<file path="config.mk">
export PLATFORM = sky130hd
export DESIGN_NAME = alu_ripple32
export DESIGN_NICKNAME = d
export VERILOG_FILES = /design/src/rtl/alu_pkg.sv /design/src/rtl/alu_ctrl_dec.sv /design/src/rtl/alu_bit_cell.sv /design/src/rtl/alu_ripple32.sv
export SDC_FILE = /design/constraint.sdc
export NUM_CORES = 1
export LEC_CHECK = 0
export ABC_AREA = 1
export BUFFER_PORTS_ARGS = -buffer_cell sky130_fd_sc_hd__buf_2
export CAP_MARGIN = 20
export CORE_ASPECT_RATIO = 0.8
export CORE_MARGIN = 4
export CORE_UTILIZATION = 55
export DETAILED_ROUTE_END_ITERATION = 16
export GPL_TIMING_DRIVEN = 0
export MAX_ROUTING_LAYER = met4
export PLACE_DENSITY_LB_ADDON = 0.25
export SYNTH_ARGS = -nofsm -noshare
export SYNTH_HDL_FRONTEND = slang
export SYNTH_HIERARCHICAL = 1
export SYNTH_SLANG_ARGS = --single-unit
</file>
<file path="constraint.sdc">
create_clock -name vclk -period 41
set_input_delay 6.15 -clock vclk [all_inputs]
set_output_delay 6.15 -clock vclk [all_outputs]
set_load 0.01 [all_outputs]
</file>
<file path="src/rtl/alu_pkg.sv">
package alu_pkg;

  localparam int unsigned FUNC_W = 4;

  // function select codes
  localparam logic [FUNC_W-1:0] FN_AND  = 4'b0000;
  localparam logic [FUNC_W-1:0] FN_OR   = 4'b0001;
  localparam logic [FUNC_W-1:0] FN_ADD  = 4'b0010;
  localparam logic [FUNC_W-1:0] FN_RADD = 4'b1010;
  localparam logic [FUNC_W-1:0] FN_SUB  = 4'b0110;
  localparam logic [FUNC_W-1:0] FN_SLT  = 4'b0111;
  localparam logic [FUNC_W-1:0] FN_NOR  = 4'b1100;

  // which slice output becomes the result bit
  typedef enum logic [1:0] {
    PICK_AND  = 2'd0,
    PICK_OR   = 2'd1,
    PICK_SUM  = 2'd2,
    PICK_LESS = 2'd3
  } pick_e;

  typedef struct packed {
    logic  inv_a;
    logic  inv_b;
    logic  carry0;
    logic  arith;
    pick_e pick;
  } slice_ctl_t;

endpackage

</file>
<file path="src/rtl/alu_ctrl_dec.sv">
module alu_ctrl_dec
  import alu_pkg::*;
(
  input  logic [FUNC_W-1:0] func_i,
  output slice_ctl_t        ctl_o
);

  always_comb begin
    // default: behave as AND, carry suppressed
    ctl_o = '{inv_a: 1'b0, inv_b: 1'b0, carry0: 1'b0, arith: 1'b0, pick: PICK_AND};
    unique case (func_i)
      FN_OR:   ctl_o.pick = PICK_OR;
      FN_ADD,
      FN_RADD: begin
        ctl_o.pick  = PICK_SUM;
        ctl_o.arith = 1'b1;
      end
      FN_SUB: begin
        ctl_o.pick   = PICK_SUM;
        ctl_o.arith  = 1'b1;
        ctl_o.inv_b  = 1'b1;
        ctl_o.carry0 = 1'b1;
      end
      FN_SLT: begin
        ctl_o.pick   = PICK_LESS;
        ctl_o.arith  = 1'b1;
        ctl_o.inv_b  = 1'b1;
        ctl_o.carry0 = 1'b1;
      end
      FN_NOR: begin
        ctl_o.inv_a = 1'b1;
        ctl_o.inv_b = 1'b1;
      end
      default: ctl_o.pick = PICK_AND;
    endcase
  end

endmodule

</file>
<file path="src/rtl/alu_bit_cell.sv">
module alu_bit_cell
  import alu_pkg::*;
#(
  parameter bit IS_TOP = 1'b0
) (
  input  logic  a_i,
  input  logic  b_i,
  input  logic  inv_a_i,
  input  logic  inv_b_i,
  input  logic  c_i,
  input  logic  less_i,
  input  pick_e pick_i,
  output logic  res_o,
  output logic  c_o,
  output logic  set_o
);

  logic aa, bb, sum;

  always_comb begin
    aa  = a_i ^ inv_a_i;
    bb  = b_i ^ inv_b_i;
    sum = aa ^ bb ^ c_i;
    c_o = (aa & bb) | (c_i & (aa ^ bb));
    unique case (pick_i)
      PICK_AND:  res_o = aa & bb;
      PICK_OR:   res_o = aa | bb;
      PICK_SUM:  res_o = sum;
      PICK_LESS: res_o = less_i;
      default:   res_o = 1'b0;
    endcase
  end

  generate
    if (IS_TOP) begin : g_top
      // signed sign of the difference: raw sign corrected by overflow
      assign set_o = sum ^ (c_i ^ c_o);
    end else begin : g_mid
      assign set_o = 1'b0;
    end
  endgenerate

endmodule

</file>
<file path="src/rtl/alu_ripple32.sv">
module alu_ripple32
  import alu_pkg::*;
#(
  parameter int unsigned WIDTH = 32
) (
  input  logic [WIDTH-1:0]  opd_a,
  input  logic [WIDTH-1:0]  opd_b,
  input  logic [FUNC_W-1:0] func_sel,
  output logic [WIDTH-1:0]  result,
  output logic              zero_flag,
  output logic              carry_out
);

  localparam int unsigned TOP = WIDTH - 1;

  slice_ctl_t       ctl;
  logic [WIDTH:0]   chain;
  logic [WIDTH-1:0] set_vec;
  logic             slt_bit;

  alu_ctrl_dec u_dec (
    .func_i (func_sel),
    .ctl_o  (ctl)
  );

  assign chain[0] = ctl.carry0;
  // only the top slice drives a nonzero set bit
  assign slt_bit  = |set_vec;

  generate
    for (genvar i = 0; i < WIDTH; i++) begin : g_slice
      alu_bit_cell #(.IS_TOP(i == TOP)) u_cell (
        .a_i     (opd_a[i]),
        .b_i     (opd_b[i]),
        .inv_a_i (ctl.inv_a),
        .inv_b_i (ctl.inv_b),
        .c_i     (chain[i]),
        .less_i  ((i == 0) ? slt_bit : 1'b0),
        .pick_i  (ctl.pick),
        .res_o   (result[i]),
        .c_o     (chain[i+1]),
        .set_o   (set_vec[i])
      );
    end
  endgenerate

  assign zero_flag = (result == '0);
  assign carry_out = ctl.arith & chain[WIDTH];

  always_comb begin
    if (func_sel == FN_AND) begin

      and_chk: assert (result == (opd_a & opd_b)) else $error("and mismatch");
    end
    if (func_sel == FN_OR) begin

      or_chk: assert (result == (opd_a | opd_b)) else $error("or mismatch");
    end
    if (func_sel == FN_NOR) begin

      nor_chk: assert (result == ~(opd_a | opd_b) && !carry_out) else $error("nor mismatch");
    end
    if (func_sel == FN_ADD || func_sel == FN_RADD) begin

      add_chk: assert ({carry_out, result} == ({1'b0, opd_a} + {1'b0, opd_b})) else $error("add mismatch");
    end
    if (func_sel == FN_SUB) begin

      sub_chk: assert (result == opd_a - opd_b && carry_out == (opd_a >= opd_b)) else $error("sub mismatch");
    end
    if (func_sel == FN_SLT) begin

      slt_chk: assert (result[WIDTH-1:1] == '0 && result[0] == ($signed(opd_a) < $signed(opd_b))) else $error("slt mismatch");
    end
  end

endmodule

</file>
==> out/metrics.yaml, run 1 <==
global_route:
  first_global_vias: 3530
  grt.busiest_layer: "met2"
  grt_antenna_before_repair: 0
  grtUsageMet1_pct: 24.1
  grt_max_degree: 55
  grt_pass1_wl_microns: 14600
  grtUsageMet2_pct: 33.1
  grt_use_met3_pct: 0.144
  grt.total_usage_pct: 18.1
  grt-ovfl-total: 0
placement:
  io_buffer_count: 102
  place.detailed.hpwl_microns: 6810
  place.gp.congestion: 0.793
  placedCellCount: 1014
sta:
  tns_ps: 0
  setup-violations-final: 0
  slew_viol_final: 0
  period_needed_ps: 29380
  tightest_slew_ps: 945
  fin_crit_sh_pct: 71.7
  relSlewSlack_pct: 36.9
  hold_violations: 0
  max_freq_mhz: 34.0
  rsz0062_at_grt: "false"
cells_and_area:
  regArea_sq_um: 0
  area_growth_pct: 18.4
  layout-drive-gt1-share_pct: 15.7
  flops_and_latches: 0
  fin_nets: 1073
  multiInputGateArea_sq_um: 3490
  nFillCells: 770
  antenna_cells: 0
  clkbuf_count: 0
  utilization_pct: 67.1
  instances_no_fill: 1014
die:
  initial_core_util_pct: 56.6
  ioPinCount: 102
  die_y_microns: 89.1
  dieArea_sq_um: 9750
  die_width_microns: 109
  core-area_sq_um: 7980
  rows: 29
setup_path:
  cp_common_cell: "fa_1"
  cp-end-kind: "output pin"
  cp_slowest_cell: "inv_2"
  critPathKind: "primary input to output pin"
  start_kind: "primary input"
  max_stage_delay_ps: 690
  crit_fanout: 32
  crit_required_ps: 34850
  arrival_ps: 23230
drt:
  drtAntennaViolNets: 0
  first_pass_iters: 5
  wirelength_microns: 8210
  via_per_inst: 3.87
  drc: 0
  wl_per_cell_microns: 8.10
  via_count: 3924
  drt_iter0_drc: 130
power:
  netSwitchingPower_uw: 44.0
  leakage_uw: 0.00339
  internal_power_uw: 31.9
  clkPwrFrac_pct: 0
  powerDensity_nw_per_um2: 14.2
  switching_share_pct: 57.9
  ir_worst_vdd_mv: 0.00934
  seq_power_share_pct: 0
  power_frac_comb_pct: 100.0
worst_hold_path:
  min_path_type: "primary input to output pin"
clock_network:
  post_cts_buffers: 0
  cts_repair_resize_count: 0
  cts.hold.buffers_added: 0
run:
  drv_cap: 0
synth:
  synth.distinct_cells: 14
  syn_inst: 771
  yosysSeqAreaShare_pct: 0
  synth_warnings: 6
  synth.cell_area_sq_um: 4520
  avgSynthCellArea_sq_um: 5.86
outcome:
  outcome: "completed"
-- stage by stage --
step	power [uW]	setup slack, ps	instance area [sq um]	hold WS [ps]
after floorplan	56.9	12150	4630	12530
after global placement	75.8	10610	5280	12770
after detailed placement	76.6	11480	5350	12810
after CTS	76.8	11440	5350	12820
after global routing	90.7	10900	5350	12860
final	75.9	11620	5350	12810
-- final cells by class --
cell class	instances	area share [%]
Timing Repair Buffer	105	10.7
Tap cell	108	2.52
Buffer	31	4.35
Multi-Input combinational cell	523	65.1
Inverter	247	17.3
-- critical path, delay by kind of cell --
kind / cells / cell delay, ps
xor+xnor: 1 / 270
fa+ha+maj: 32 / 14940
buf+inv: 4 / 1060
simple gates: 10 / 820
-- worst paths after layout --
check | start | cells past startpoint | slack [ps] | to
min | func_sel[3] | 7 | 12810 | carry_out
max | func_sel[1] | 47 | 11620 | zero_flag
-- power by group through the flow --
stage | Clock, uW | Sequential (uW) | Combinational (uW)
final | 0 | 0 | 75.9
after global routing | 0 | 0 | 90.7
after CTS | 0 | 0 | 76.8
after detailed placement | 0 | 0 | 76.6
after global placement | 0 | 0 | 75.8
after floorplan | 0 | 0 | 56.9
-- layer usage --
layer,up-vias,part of all wire (%)
met4,0,0
met1,1568,50
met5,-,0
met3,0,4.3
li1,2283,-
met2,73,46
-- placed cells by master (no fill, tap or decap) --
master and n:
inv_1 246, nand2_1 189, buf_2 102, nand3_1 65, ha_1 64, conb_1 62
nor2_1 38, fa_1 33, xor2_1 32, xnor2_1 32, buf_4 31, buf_12 3
nand2_2 3, and2_1 2, nand4_1 1, nor2_2 1, nand2_4 1, inv_2 1
-- synth_stat cells (all sizes together) --
cell   instances  area share, %
and2           2           0.28
buf           31            5.1
conb          32            2.7
fa            33             15
ha            64             18
inv          247             21
nand2        193             16
nand3         65            7.2
nand4          1           0.14
nor2          39            3.3
xnor2         32            6.2
xor2          32            6.2
-- cell families after synthesis --
group | after synthesis | synth area share (%)
AND/OR/NAND/NOR | 300 | 27.0
XOR/XNOR | 64 | 12.4
other | 32 | 2.66
adder cells (fa/ha/maj) | 97 | 32.3
buffers and inverters | 278 | 25.7
Note: power is estimated with default switching activity, not from simulation.
==> run 2, diff against run 1 <==
--- a/config.mk
+++ b/config.mk
@@ -10,7 +10,7 @@
 export CAP_MARGIN = 20
 export CORE_ASPECT_RATIO = 0.8
 export CORE_MARGIN = 4
-export CORE_UTILIZATION = 55
+export CORE_UTILIZATION = 53
 export DETAILED_ROUTE_END_ITERATION = 16
 export GPL_TIMING_DRIVEN = 0
 export MAX_ROUTING_LAYER = met4
==> constraint.sdc (replaced) <==
create_clock -name vclk -period 24.8
set_input_delay 3.72 -clock vclk [all_inputs]
set_output_delay 3.72 -clock vclk [all_outputs]
set_load 0.01 [all_outputs]
==> run 2 against run 1 <==
Against the previous run: routed wire length up 4.9%; count of clock-buffer cells in the layout unchanged; hold slack worse by 4900 ps; global-route usage down 0.86 points; via count up 0.64%; setup slack worse by 11000 ps; critical path type unchanged; largest power group unchanged.
==> out/metrics.yaml, run 2 (same netlist as run 1, synthesis figures left out) <==
cells_and_area:
  fin_nets: 1074
  area_growth_pct: 19.8
  layout-drive-gt1-share_pct: 16.1
  layout_commonest_cell: "inv_1"
  flops_and_latches: 0
  regArea_sq_um: 0
  final_cell_mix: "246 x inv_1, 188 x nand2_1, 102 x buf_2"
  multiInputGateArea_sq_um: 3520
  instances_no_fill: 1015
  utilization_pct: 66.7
  antenna_cells: 0
  nFillCells: 792
  clkbuf_count: 0
  fin_area_sq_um: 5420
placement:
  placedCellCount: 1014
  place.gp.congestion: 0.750
  io_buffer_count: 102
  place.detailed.hpwl_microns: 6880
  place_area_sq_um: 5370
drt:
  wirelength_microns: 8620
  via_per_inst: 3.89
  drtAntennaViolNets: 0
  via_count: 3949
  drc: 0
  drt_iter0_drc: 156
  wl_per_cell_microns: 8.49
  first_pass_iters: 4
setup_path:
  critPathKind: "primary input to output pin"
  crit_required_ps: 21080
  cp-end-kind: "output pin"
  max_stage_delay_ps: 490
  crit_fanout: 17
  start_kind: "primary input"
  cp_common_cell: "fa_1"
  arrival_ps: 20360
  cp_slowest_cell: "fa_1"
global_route:
  grt-ovfl-total: 0
  grt.total_usage_pct: 17.2
  first_global_vias: 3599
  grt_pass1_wl_microns: 15100
  grt_antenna_before_repair: 0
  grt_max_degree: 97
sta:
  setup-violations-final: 0
  tightest_slew_ps: 943
  period_needed_ps: 24080
  slew_viol_final: 0
  hold_violations: 0
  relSlewSlack_pct: 37.1
  tns_ps: 0
  fin_crit_sh_pct: 97.1
  max_freq_mhz: 41.5
  rsz0062_at_grt: "false"
die:
  ioPinCount: 102
  rows: 29
  die_y_microns: 90.6
  core-area_sq_um: 8130
  initial_core_util_pct: 55.6
  die_width_microns: 111
  dieArea_sq_um: 10100
outcome:
  outcome: "completed"
worst_hold_path:
  hp-start: "func_sel[1]"
  min_path_type: "primary input to output pin"
  holdPathStages: 6
  hold_end: "carry_out"
clock_network:
  cts.hold.buffers_added: 0
power:
  leakage_uw: 0.00342
  power_uw: 127
  powerDensity_nw_per_um2: 23.5
  ir_worst_vdd_mv: 0.0157
run:
  drv_cap: 0
run 2: worst max path at each step:
stage                endpoint  slack [ps]        start
floorplan           zero_flag         810  func_sel[2]
global placement    zero_flag        -730  func_sel[3]
detailed placement  zero_flag         140  func_sel[3]
CTS                 zero_flag          90  func_sel[3]
finish              zero_flag         720  func_sel[3]
global route        zero_flag          20  func_sel[3]
run 2: final cells by class:
type	count	share of cell area (%)
Multi-Input combinational cell	523	64.9
Inverter	247	17.3
Timing Repair Buffer	106	10.9
Buffer	31	4.29
Tap cell	108	2.49
run 2: per-stage QoR:
| stage | worst slack, ps | hold slack [ps] |
|---|---|---|
| floorplan | 808 | 7670 |
| global placement | -730 | 7920 |
| global route | 21.0 | 8040 |
| CTS | 92.5 | 7960 |
| finish | 723 | 7960 |
| detailed placement | 142 | 7960 |
run 2: worst max-delay path, delay by kind of cell:
| kind | cells | cell delay, ps |
|---|---|---|
| XOR/XNOR | 1 | 210 |
| adder cells (fa/ha/maj) | 32 | 14840 |
| buffers and inverters | 6 | 760 |
| AND/OR/NAND/NOR | 10 | 790 |
run 2: power breakdown:
| group | switching [uW] | internal [uW] |
|---|---|---|
| registers | 0 | 0 |
| logic | 73.7 | 53.7 |
| clock network | 0 | 0 |
run 2: layer usage:
metal | track usage, % | wire length (microns) | share of wire [%]
met1 | 22.6 | 4200 | 49
met2 | 31.6 | 4120 | 48
met3 | 0.603 | 295 | 3.4
met4 | 0.101 | 0 | 0
met5 | - | 0 | 0
run 2: repair_timing:
item | in CTS | in global routing
endpoints found under the hold margin | 0 | 0
endpoints found under the setup margin | 0 | 3
gates resized for setup | 0 | 11
buffers inserted | 0 | 1
==> run 3, diff against run 2 <==
==> constraint.sdc (replaced) <==
create_clock -name vclk -period 24.8
set_input_delay 4.96 -clock vclk [all_inputs]
set_output_delay 4.96 -clock vclk [all_outputs]
set_load 0.01 [all_outputs]
==> run 3 against run 2 <==
Against the previous run: routed wire length is 1.6% higher; flip-flop and latch count stayed put; core utilization is 0.97 points higher; die area stayed put; critical path type unchanged; largest cell class unchanged; design area is 1.5% higher; critical endpoint unchanged.
==> out/metrics.yaml, run 3 (same netlist as run 1, synthesis figures left out) <==
die:
  rows: 29
  initial_core_util_pct: 55.6
  ioPinCount: 102
  dieArea_sq_um: 10100
  die_width_microns: 111
  die_y_microns: 90.6
  core-area_sq_um: 8130
drt:
  drtAntennaViolNets: 0
  via_count: 4000
  drt_iter0_drc: 132
  drc: 0
  via_per_inst: 3.93
  wirelength_microns: 8760
  wl_per_cell_microns: 8.61
  first_pass_iters: 4
cells_and_area:
  area_growth_pct: 21.6
  fin_nets: 1076
  antenna_cells: 0
  multiInputGateArea_sq_um: 3640
  flops_and_latches: 0
  layout_commonest_cell: "inv_1"
  nFillCells: 777
  final_cell_mix: "245 x inv_1, 186 x nand2_1, 102 x buf_2"
  regArea_sq_um: 0
  clkbuf_count: 0
  layout-drive-gt1-share_pct: 20.1
setup_path:
  cp_slowest_cell: "fa_2"
  cp-end-kind: "output pin"
  cp_common_cell: "fa_2"
  arrival_ps: 19250
  crit_fanout: 3
  max_stage_delay_ps: 420
  critPathKind: "primary input to output pin"
  crit_required_ps: 19840
  start_kind: "primary input"
worst_hold_path:
  hp-start: "func_sel[3]"
  hold_end: "carry_out"
  holdPathStages: 7
  min_path_type: "primary input to output pin"
placement:
  io_buffer_count: 102
  place.gp.congestion: 0.736
  place.detailed.hpwl_microns: 6830
  place_ws_ps: -1010
sta:
  setup-violations-final: 0
  slew_viol_final: 0
  setup_ws_ps: 594
  hold_violations: 0
  fin_crit_sh_pct: 97.6
  period_needed_ps: 24210
  max_freq_mhz: 41.3
  holdWs_ps: 10480
  tns_ps: 0
  tightest_slew_ps: 961
  rsz0062_at_grt: "false"
  relSlewSlack_pct: 35.9
global_route:
  first_global_vias: 3759
  grt-ovfl-total: 0
  grt_pass1_wl_microns: 15900
  grt_max_degree: 97
  grt.total_usage_pct: 18.4
  grt_antenna_before_repair: 0
power:
  leakage_uw: 0.00338
  ir_worst_vdd_mv: 0.0121
  powerDensity_nw_per_um2: 23.8
  power_uw: 131
outcome:
  outcome: "completed"
run:
  drv_cap: 0
[run 3: per-layer routing]
| layer | vias to the layer above | global-route usage [%] | wire length [microns] |
|---|---|---|---|
| met2 | 55 | 34.3 | 4330 |
| met1 | 1651 | 23.3 | 4140 |
| met3 | 2 | 0.603 | 273 |
| met5 | - | - | 0 |
| li1 | 2292 | - | - |
| met4 | 0 | 0.608 | 14 |
[run 3: final cells by class]
class | instances | area share, %
inverter | 247 | 16.9
timing repair buffer | 106 | 10.1
timing repair inverter | 1 | 0.0910
tap | 108 | 2.46
buffer | 31 | 4.23
multi-input combinational | 524 | 66.2
[run 3: stage by stage]
stage               cells  instance area (sq um)  util [%]
floorplan             801                   4720         -
global placement     1011                   5360      66.0
detailed placement   1012                   5390      66.3
CTS                  1017                   5480      67.4
global route         1017                   5500      67.6
finish               1017                   5500      67.6
[run 3: worst max-delay path by stage]
stage                startpoint        end  slack [ps]  cells past startpoint
CTS                 func_sel[3]  zero_flag          30                     49
global placement    func_sel[3]  zero_flag       -1030                     48
detailed placement  func_sel[3]  zero_flag       -1010                     48
finish              func_sel[3]  zero_flag         590                     49
global route        func_sel[3]  zero_flag          30                     54
floorplan           func_sel[3]  zero_flag          50                     46
[run 3: critical path: cells and delay by family]
family	cells	cell delay, ps
buffers and inverters	5	490
adders and majority gates	32	12770
xor gates and xnor gates	1	180
and+or+nand+nor	11	850
[run 3: what timing repair did]
| action | 4_1_cts | 5_1_grt |
|---|---|---|
| setup buffers | 3 | 0 |
| setup endpoints to repair | 5 | 3 |
| pin swaps | 2 | 7 |
| resized for setup | 11 | 5 |
| hold buffers | 0 | 0 |
| gates cloned | 2 | 0 |
[run 3: where the power goes]
part / internal, uW / switching, uW / total (uW)
sequential: 0 / 0 / 0
clock: 0 / 0 / 0
combinational: 55.8 / 75.4 / 131
